==> config.mk <==
export PLATFORM = sky130hd
export DESIGN_NAME = ctxSaver
export DESIGN_NICKNAME = d
export VERILOG_FILES = /design/src/rtl/ctx_pkg.sv /design/src/rtl/ctxCtrl.sv /design/src/rtl/ctxDatapath.sv /design/src/rtl/ctxSaver.sv
export SDC_FILE = /design/constraint.sdc
export NUM_CORES = 1
export LEC_CHECK = 0
export ABC_AREA = 1
export CAP_MARGIN = 10
export CORE_MARGIN = 5
export CORE_UTILIZATION = 47
export CTS_BUF_LIST = sky130_fd_sc_hd__clkbuf_16
export DETAILED_ROUTE_END_ITERATION = 10
export PLACE_DENSITY = 0.87
export SLEW_MARGIN = 30
export SYNTH_ARGS = -nofsm -noshare
export SYNTH_HDL_FRONTEND = slang
export SYNTH_HIERARCHICAL = 1
export SYNTH_SLANG_ARGS = --single-unit
==> constraint.sdc <==
create_clock -name clk -period 4.25 [get_ports clk]
set_input_delay 0.85 -clock clk [delete_from_list [all_inputs] [get_ports clk]]
set_output_delay 0.85 -clock clk [all_outputs]
set_load 0.1 [all_outputs]
==> src/rtl/ctx_pkg.sv <==
package ctx_pkg;
  // Strobes issued by the sequencer to the datapath
  typedef struct packed {
    logic capture;  // latch context and pointer, clear op index
    logic advance;  // current write accepted, step op index
    logic commit;   // write back the lowered pointer
  } ctxStrobe_t;
endpackage

==> src/rtl/ctxCtrl.sv <==
module ctxCtrl
  import ctx_pkg::*;
(
  input  logic       clk,
  input  logic       rstN,
  input  logic       intAck,
  input  logic       memReady,
  input  logic       lastOp,
  output ctxStrobe_t strb,
  output logic       memReq,
  output logic       busy,
  output logic       done
);
  typedef enum logic [1:0] {S_IDLE, S_PUSH, S_FIN} state_t;
  state_t state, stateNext;

  always_ff @(posedge clk) begin
    if (!rstN) state <= S_IDLE;
    else       state <= stateNext;
  end

  always_comb begin
    strb      = '0;
    stateNext = state;
    case (state)
      S_IDLE: if (intAck) begin
        strb.capture = 1'b1;
        stateNext    = S_PUSH;
      end
      S_PUSH: if (memReady) begin
        strb.advance = 1'b1;
        if (lastOp) stateNext = S_FIN;
      end
      S_FIN: begin
        strb.commit = 1'b1;
        stateNext   = S_IDLE;
      end
      default: stateNext = S_IDLE;
    endcase
  end

  assign memReq = (state == S_PUSH);
  assign busy   = (state != S_IDLE);
  assign done   = (state == S_FIN);
endmodule

==> src/rtl/ctxDatapath.sv <==
module ctxDatapath
  import ctx_pkg::*;
#(
  parameter int PC_W   = 20,
  parameter int FLG_W  = 16,
  parameter int ADDR_W = 20,
  parameter int DATA_W = 16
) (
  input  logic              clk,
  input  logic              rstN,
  input  ctxStrobe_t        strb,
  input  logic [PC_W-1:0]   pcIn,
  input  logic [FLG_W-1:0]  flgIn,
  input  logic              stkSel,
  input  logic [ADDR_W-1:0] uspIn,
  input  logic [ADDR_W-1:0] ispIn,
  output logic              lastOp,
  output logic [ADDR_W-1:0] memAddr,
  output logic [DATA_W-1:0] memData,
  output logic [DATA_W/8-1:0] memBe,
  output logic              spWrEn,
  output logic              spWrSel,
  output logic [ADDR_W-1:0] spWrData
);
  localparam int LANES    = DATA_W / 8;
  localparam int IMG_B    = 4;
  localparam int IDX_W    = $clog2(IMG_B);
  localparam int IMG_W    = IMG_B * 8;

  logic [PC_W-1:0]   pcQ;
  logic [7:0]        flgLoQ;
  logic [3:0]        flgHiQ;
  logic [ADDR_W-1:0] spBaseQ;
  logic              selQ, oddQ;
  logic [IDX_W-1:0]  idxQ;
  logic [ADDR_W-1:0] spPick;
  logic              unusedFlgMid;

  assign spPick       = stkSel ? uspIn : ispIn;
  assign unusedFlgMid = ^flgIn[11:8];

  always_ff @(posedge clk) begin
    if (!rstN) begin
      pcQ <= '0; flgLoQ <= '0; flgHiQ <= '0;
      spBaseQ <= '0; selQ <= 1'b0; oddQ <= 1'b0; idxQ <= '0;
    end else if (strb.capture) begin
      pcQ     <= pcIn;
      flgLoQ  <= flgIn[7:0];
      flgHiQ  <= flgIn[FLG_W-1 -: 4];
      spBaseQ <= spPick;
      selQ    <= stkSel;
      oddQ    <= spPick[0];
      idxQ    <= '0;
    end else if (strb.advance) begin
      idxQ <= idxQ + 1'b1;
    end
  end

  // Context image: byte k lands at address SP-4+k
  logic [IMG_W-1:0] image;
  assign image = {flgHiQ, pcQ[PC_W-1 -: 4], flgLoQ, pcQ[15:0]};

  // Byte offset above SP-4 of the current write
  logic [IDX_W-1:0] offset;
  logic [4:0]       shAmt;
  logic [IMG_W-1:0] shifted;
  assign offset  = oddQ ? (IDX_W'(IMG_B - 1) - idxQ) : {~idxQ[0], 1'b0};
  assign shAmt   = {offset, 3'b000};
  assign shifted = image >> shAmt;
  assign lastOp  = oddQ ? (idxQ == IDX_W'(IMG_B - 1)) : (idxQ == IDX_W'(1));
  assign memAddr = spBaseQ - ADDR_W'(IMG_B) + ADDR_W'(offset);

  for (genvar l = 0; l < LANES; l++) begin : g_lane
    assign memData[l*8 +: 8] = oddQ ? shifted[7:0] : shifted[l*8 +: 8];
    assign memBe[l]          = !oddQ || (memAddr[0] == l[0]);
  end

  assign spWrEn   = strb.commit;
  assign spWrSel  = selQ;
  assign spWrData = spBaseQ - ADDR_W'(IMG_B);
endmodule

==> src/rtl/ctxSaver.sv <==
module ctxSaver
  import ctx_pkg::*;
#(
  parameter int PC_W   = 20,
  parameter int FLG_W  = 16,
  parameter int ADDR_W = 20,
  parameter int DATA_W = 16
) (
  input  logic                clk,
  input  logic                rstN,
  input  logic                intAck,
  input  logic [PC_W-1:0]     pcIn,
  input  logic [FLG_W-1:0]    flgIn,
  input  logic                stkSel,
  input  logic [ADDR_W-1:0]   uspIn,
  input  logic [ADDR_W-1:0]   ispIn,
  output logic                memReq,
  output logic [ADDR_W-1:0]   memAddr,
  output logic [DATA_W-1:0]   memData,
  output logic [DATA_W/8-1:0] memBe,
  input  logic                memReady,
  output logic                spWrEn,
  output logic                spWrSel,
  output logic [ADDR_W-1:0]   spWrData,
  output logic                done,
  output logic                busy
);
  ctxStrobe_t strb;
  logic       lastOp;

  ctxCtrl u_ctrl (
    .clk(clk), .rstN(rstN), .intAck(intAck), .memReady(memReady),
    .lastOp(lastOp), .strb(strb), .memReq(memReq), .busy(busy), .done(done)
  );

  ctxDatapath #(.PC_W(PC_W), .FLG_W(FLG_W), .ADDR_W(ADDR_W), .DATA_W(DATA_W)) u_dp (
    .clk(clk), .rstN(rstN), .strb(strb), .pcIn(pcIn), .flgIn(flgIn),
    .stkSel(stkSel), .uspIn(uspIn), .ispIn(ispIn), .lastOp(lastOp),
    .memAddr(memAddr), .memData(memData), .memBe(memBe),
    .spWrEn(spWrEn), .spWrSel(spWrSel), .spWrData(spWrData)
  );
endmodule

==> metrics.txt <==
footprint of the multi-input gates 0.00239 mm2; Internal Pwr Total 1.54 mW; RSZ-0062 raised after global routing no; CP Max Fanout 11; antenna cells 0; Seq pwr share 0.203; Layout Utilization 0.765; Syn Nets 652; first-pass detailed-route iteration total 5; Logic pwr share 0.573; Clk pwr share 0.224; worst hold path type reg -> reg; CORE AREA 0.00773 mm2; #FFs+latches synth between 50 and 60; initial antenna violation count 0; largest net degree at the start of global routing 38; sequential area share after synthesis 0.308; Global Route Usage Sum 0.265; Die ar. 0.00977 mm2; routability cong. 0.902; I/O pins 144; H-tree depth 3; Hold Buf Count CTS 0; required time of the worst setup path 3.40 ns; CTS Sinks 57; Yosys cell types 32; Final #Nets 781; Area Overhead vs Synth 59.3%; initial core utilization 0.480; CP endpoint kind output port; post-synth top area cell dfxtp_1; layout cells sized above 1 0.199; post-synthesis cell count 566; detailed-route wire length per cell 16.5 um; max layer used met4; Max-cap violations 0; Clock Tree Root clkbuf_16; met3 WL between 1000 and 1500 um; P per Cell Area 513 mW/mm2; DR vias roughly 4400; Tcrit/Tclk final 0.899; Die X just under 100 um; IO buf count 139; Net Sw Power 1.49 mW; switch share 0.493; drt via density approximately 5.5; Slew HR 0.341; Overflow after GRT 0; number of global-route vias before repair 4413; WL met2 6490 um; post-CTS sizing 0; # fillers between 500 and 600; share of the synthesized area in the top cell type 0.308; Seq. cell area 0.00114 mm2; clock period minus worst slack 3.82 ns; Detail Placement HPWL around 9600 um; Peak VDD IR 0.395 mV; number of DRC markers in iteration 0 379; arrival time worst endpoint 2.97 ns; fmax between 200 and 300 MHz; max-slew violations 0; final worst clock skew 0.00279 ns; Syn Std Cell Area between 0.003 and 0.004 mm2; worst-case clock buffer depth 2; CTS clk-pin slew, worst paths approximately 0.05 ns; final wirelength 13200 um; DRC viols 0; Die Ht roughly 99 um; final non-filler cell total 801; Setup violations, final 0; Leakage 2.52 nW; placed cell count a little under 800; number of buffers created by CTS 9; TritonCTS clock tree done; Avg Inst Size Synth 6.55 um2; Setup Fix Bufs, Post-CTS 0; status finished clean; ranking of synthesized cells by area dfxtp_1 (31%), nor2_1 (12%), nand2_1 (7.4%); met1 wire length 5010 um; # rows 32; crit start category flip-flop; Skew-Pair Late Insertion Delay 0.32 ns; Setup CP Type reg -> out; final antenna-violating net count 0; yosys warns 6; Least-Margin Pin Slew between 0.9 and 1 ns; first-pass GRT wire length 21300 um; final hold viol count 0
synthesized netlist by cell type:
| cell | n |
|---|---|
| nor2_1 | 118 |
| nand2_1 | 73 |
| inv_1 | 60 |
| dfxtp_1 | 57 |
| a21oi_1 | 52 |
| o21ai_0 | 50 |
| nand3_1 | 29 |
| clkbuf_1 | 23 |
| o32ai_1 | 19 |
| nand2_2 | 9 |
| xor2_1 | 9 |
| nor2_2 | 8 |
| nor2_4 | 6 |
| xnor2_1 | 6 |
| nand2_4 | 5 |
| nand4_1 | 5 |
| o21ai_1 | 5 |
| buf_4 | 4 |
| ha_1 | 4 |
| nand3_2 | 4 |
| nor3_1 | 4 |
| inv_2 | 3 |
| buf_1 | 2 |
| nand3_4 | 2 |
| nor2_8 | 2 |
| a211oi_1 | 1 |
| a21oi_2 | 1 |
| buf_2 | 1 |
| fa_1 | 1 |
| nor3_2 | 1 |
| o21a_1 | 1 |
| o31ai_1 | 1 |
path summary, 6_finish.rpt:
path	slack [ns]	start	depth (start not counted)	end
worst max-delay path	0.43	u_dp/spBaseQ[0]$_SDFFE_PN0P_	14	memAddr[13]
worst min-delay path	0.48	u_dp/pcQ[4]$_SDFFE_PN0P_	2	u_dp/pcQ[4]$_SDFFE_PN0P_
worst max register to register	1.85	u_ctrl/state[0]$_SDFFE_PN0P_	8	u_dp/idxQ[0]$_SDFFE_PP0P_
worst min register to register	0.48	u_dp/pcQ[4]$_SDFFE_PN0P_	2	u_dp/pcQ[4]$_SDFFE_PN0P_
final cells by class:
| class | instances | area share |
|---|---|---|
| clock buffers | 9 | 0.0381 |
| clock inverters | 6 | 0.00868 |
| inverters | 63 | 0.0400 |
| multi-input cells | 416 | 0.405 |
| flip-flops and latches | 57 | 0.193 |
| well taps | 102 | 0.0216 |
| repair buffers | 148 | 0.293 |
power by group through the flow:
stage | Sequential (mW) | Clock (mW) | Combinational, mW
2_1_floorplan | 0.618 | 0 | 1.20
3_3_place_gp | 0.619 | 0 | 1.70
3_5_place_dp | 0.621 | 0 | 1.73
4_1_cts | 0.613 | 0.684 | 1.74
5_1_grt | 0.618 | 0.711 | 1.80
6_report | 0.615 | 0.679 | 1.74
routing by layer:
metal | GRT usage | up-vias
met2 | 0.462 | 260
li1 | - | 2102
met4 | 0.0935 | 0
met5 | 0 | -
met1 | 0.309 | 2017
met3 | 0.0764 | 42
critical path, cell delays in order (launching register included):
cell and delay (ns):
dfxtp_1 0.34, inv_1 0.07, buf_4 0.19, o21ai_1 0.21
inv_2 0.16, ha_1 0.30, inv_1 0.04, nor2_1 0.12
nand4_1 0.15, nand2_1 0.23, nand3_4 0.12, nor2_8 0.18
nand3_2 0.15, xnor2_4 0.19, buf_12 0.19
metrics by stage:
stage	hold slack (ns)	TNS (ns)	power [mW]	worst slack (ns)	area [um2]
global route	0.494	0	3.13	0.283	5910
global placement	0.462	0	2.32	0.907	5630
detailed placement	0.468	0	2.35	0.818	5630
floorplan	0.444	-0.974	1.81	-0.452	3900
CTS	0.478	0	3.03	0.429	5910
finish	0.475	0	3.03	0.430	5910
state kept, by name, indices dropped and copies added, names as in the netlist:
signal / cells
u_dp/pcQ: 20
u_dp/spBaseQ: 20
u_dp/flgLoQ: 8
u_dp/flgHiQ: 4
u_ctrl/state: 2
u_dp/idxQ: 2
u_dp/spWrSel: 1
placed cells by master, fill, tap and decap left out, types with 3 or more instances in the layout:
cell type        count
nor2_1             117
clkdlybuf4s50_1     88
nand2_1             73
inv_1               61
dfxtp_1             57
o21ai_0             50
a21oi_1             36
buf_12              32
nand3_1             29
buf_4               28
o32ai_1             19
a21oi_2             17
clkbuf_16            9
nand2_2              9
nor2_2               8
nor2_4               7
nand4_1              5
nand2_4              5
o21ai_1              5
nor3_1               4
xor2_2               4
nand3_2              4
ha_1                 4
inv_2                3
xnor2_4              3
xor2_1               3
xnor2_1              3
cells by family (layout without fill, tap and decap cells):
group                      Yosys count  in the layout  share of synthesized area
and+or+nand+nor                    266            266                      0.342
xor gates and xnor gates            15             15                     0.0354
buffers and inverters               93            226                     0.0985
adders and majority gates            5              5                     0.0189
DFF                                 57             57                      0.308
AOI/OAI and AO/OA                  130            130                      0.198
(Power assumes the default switching activity.)
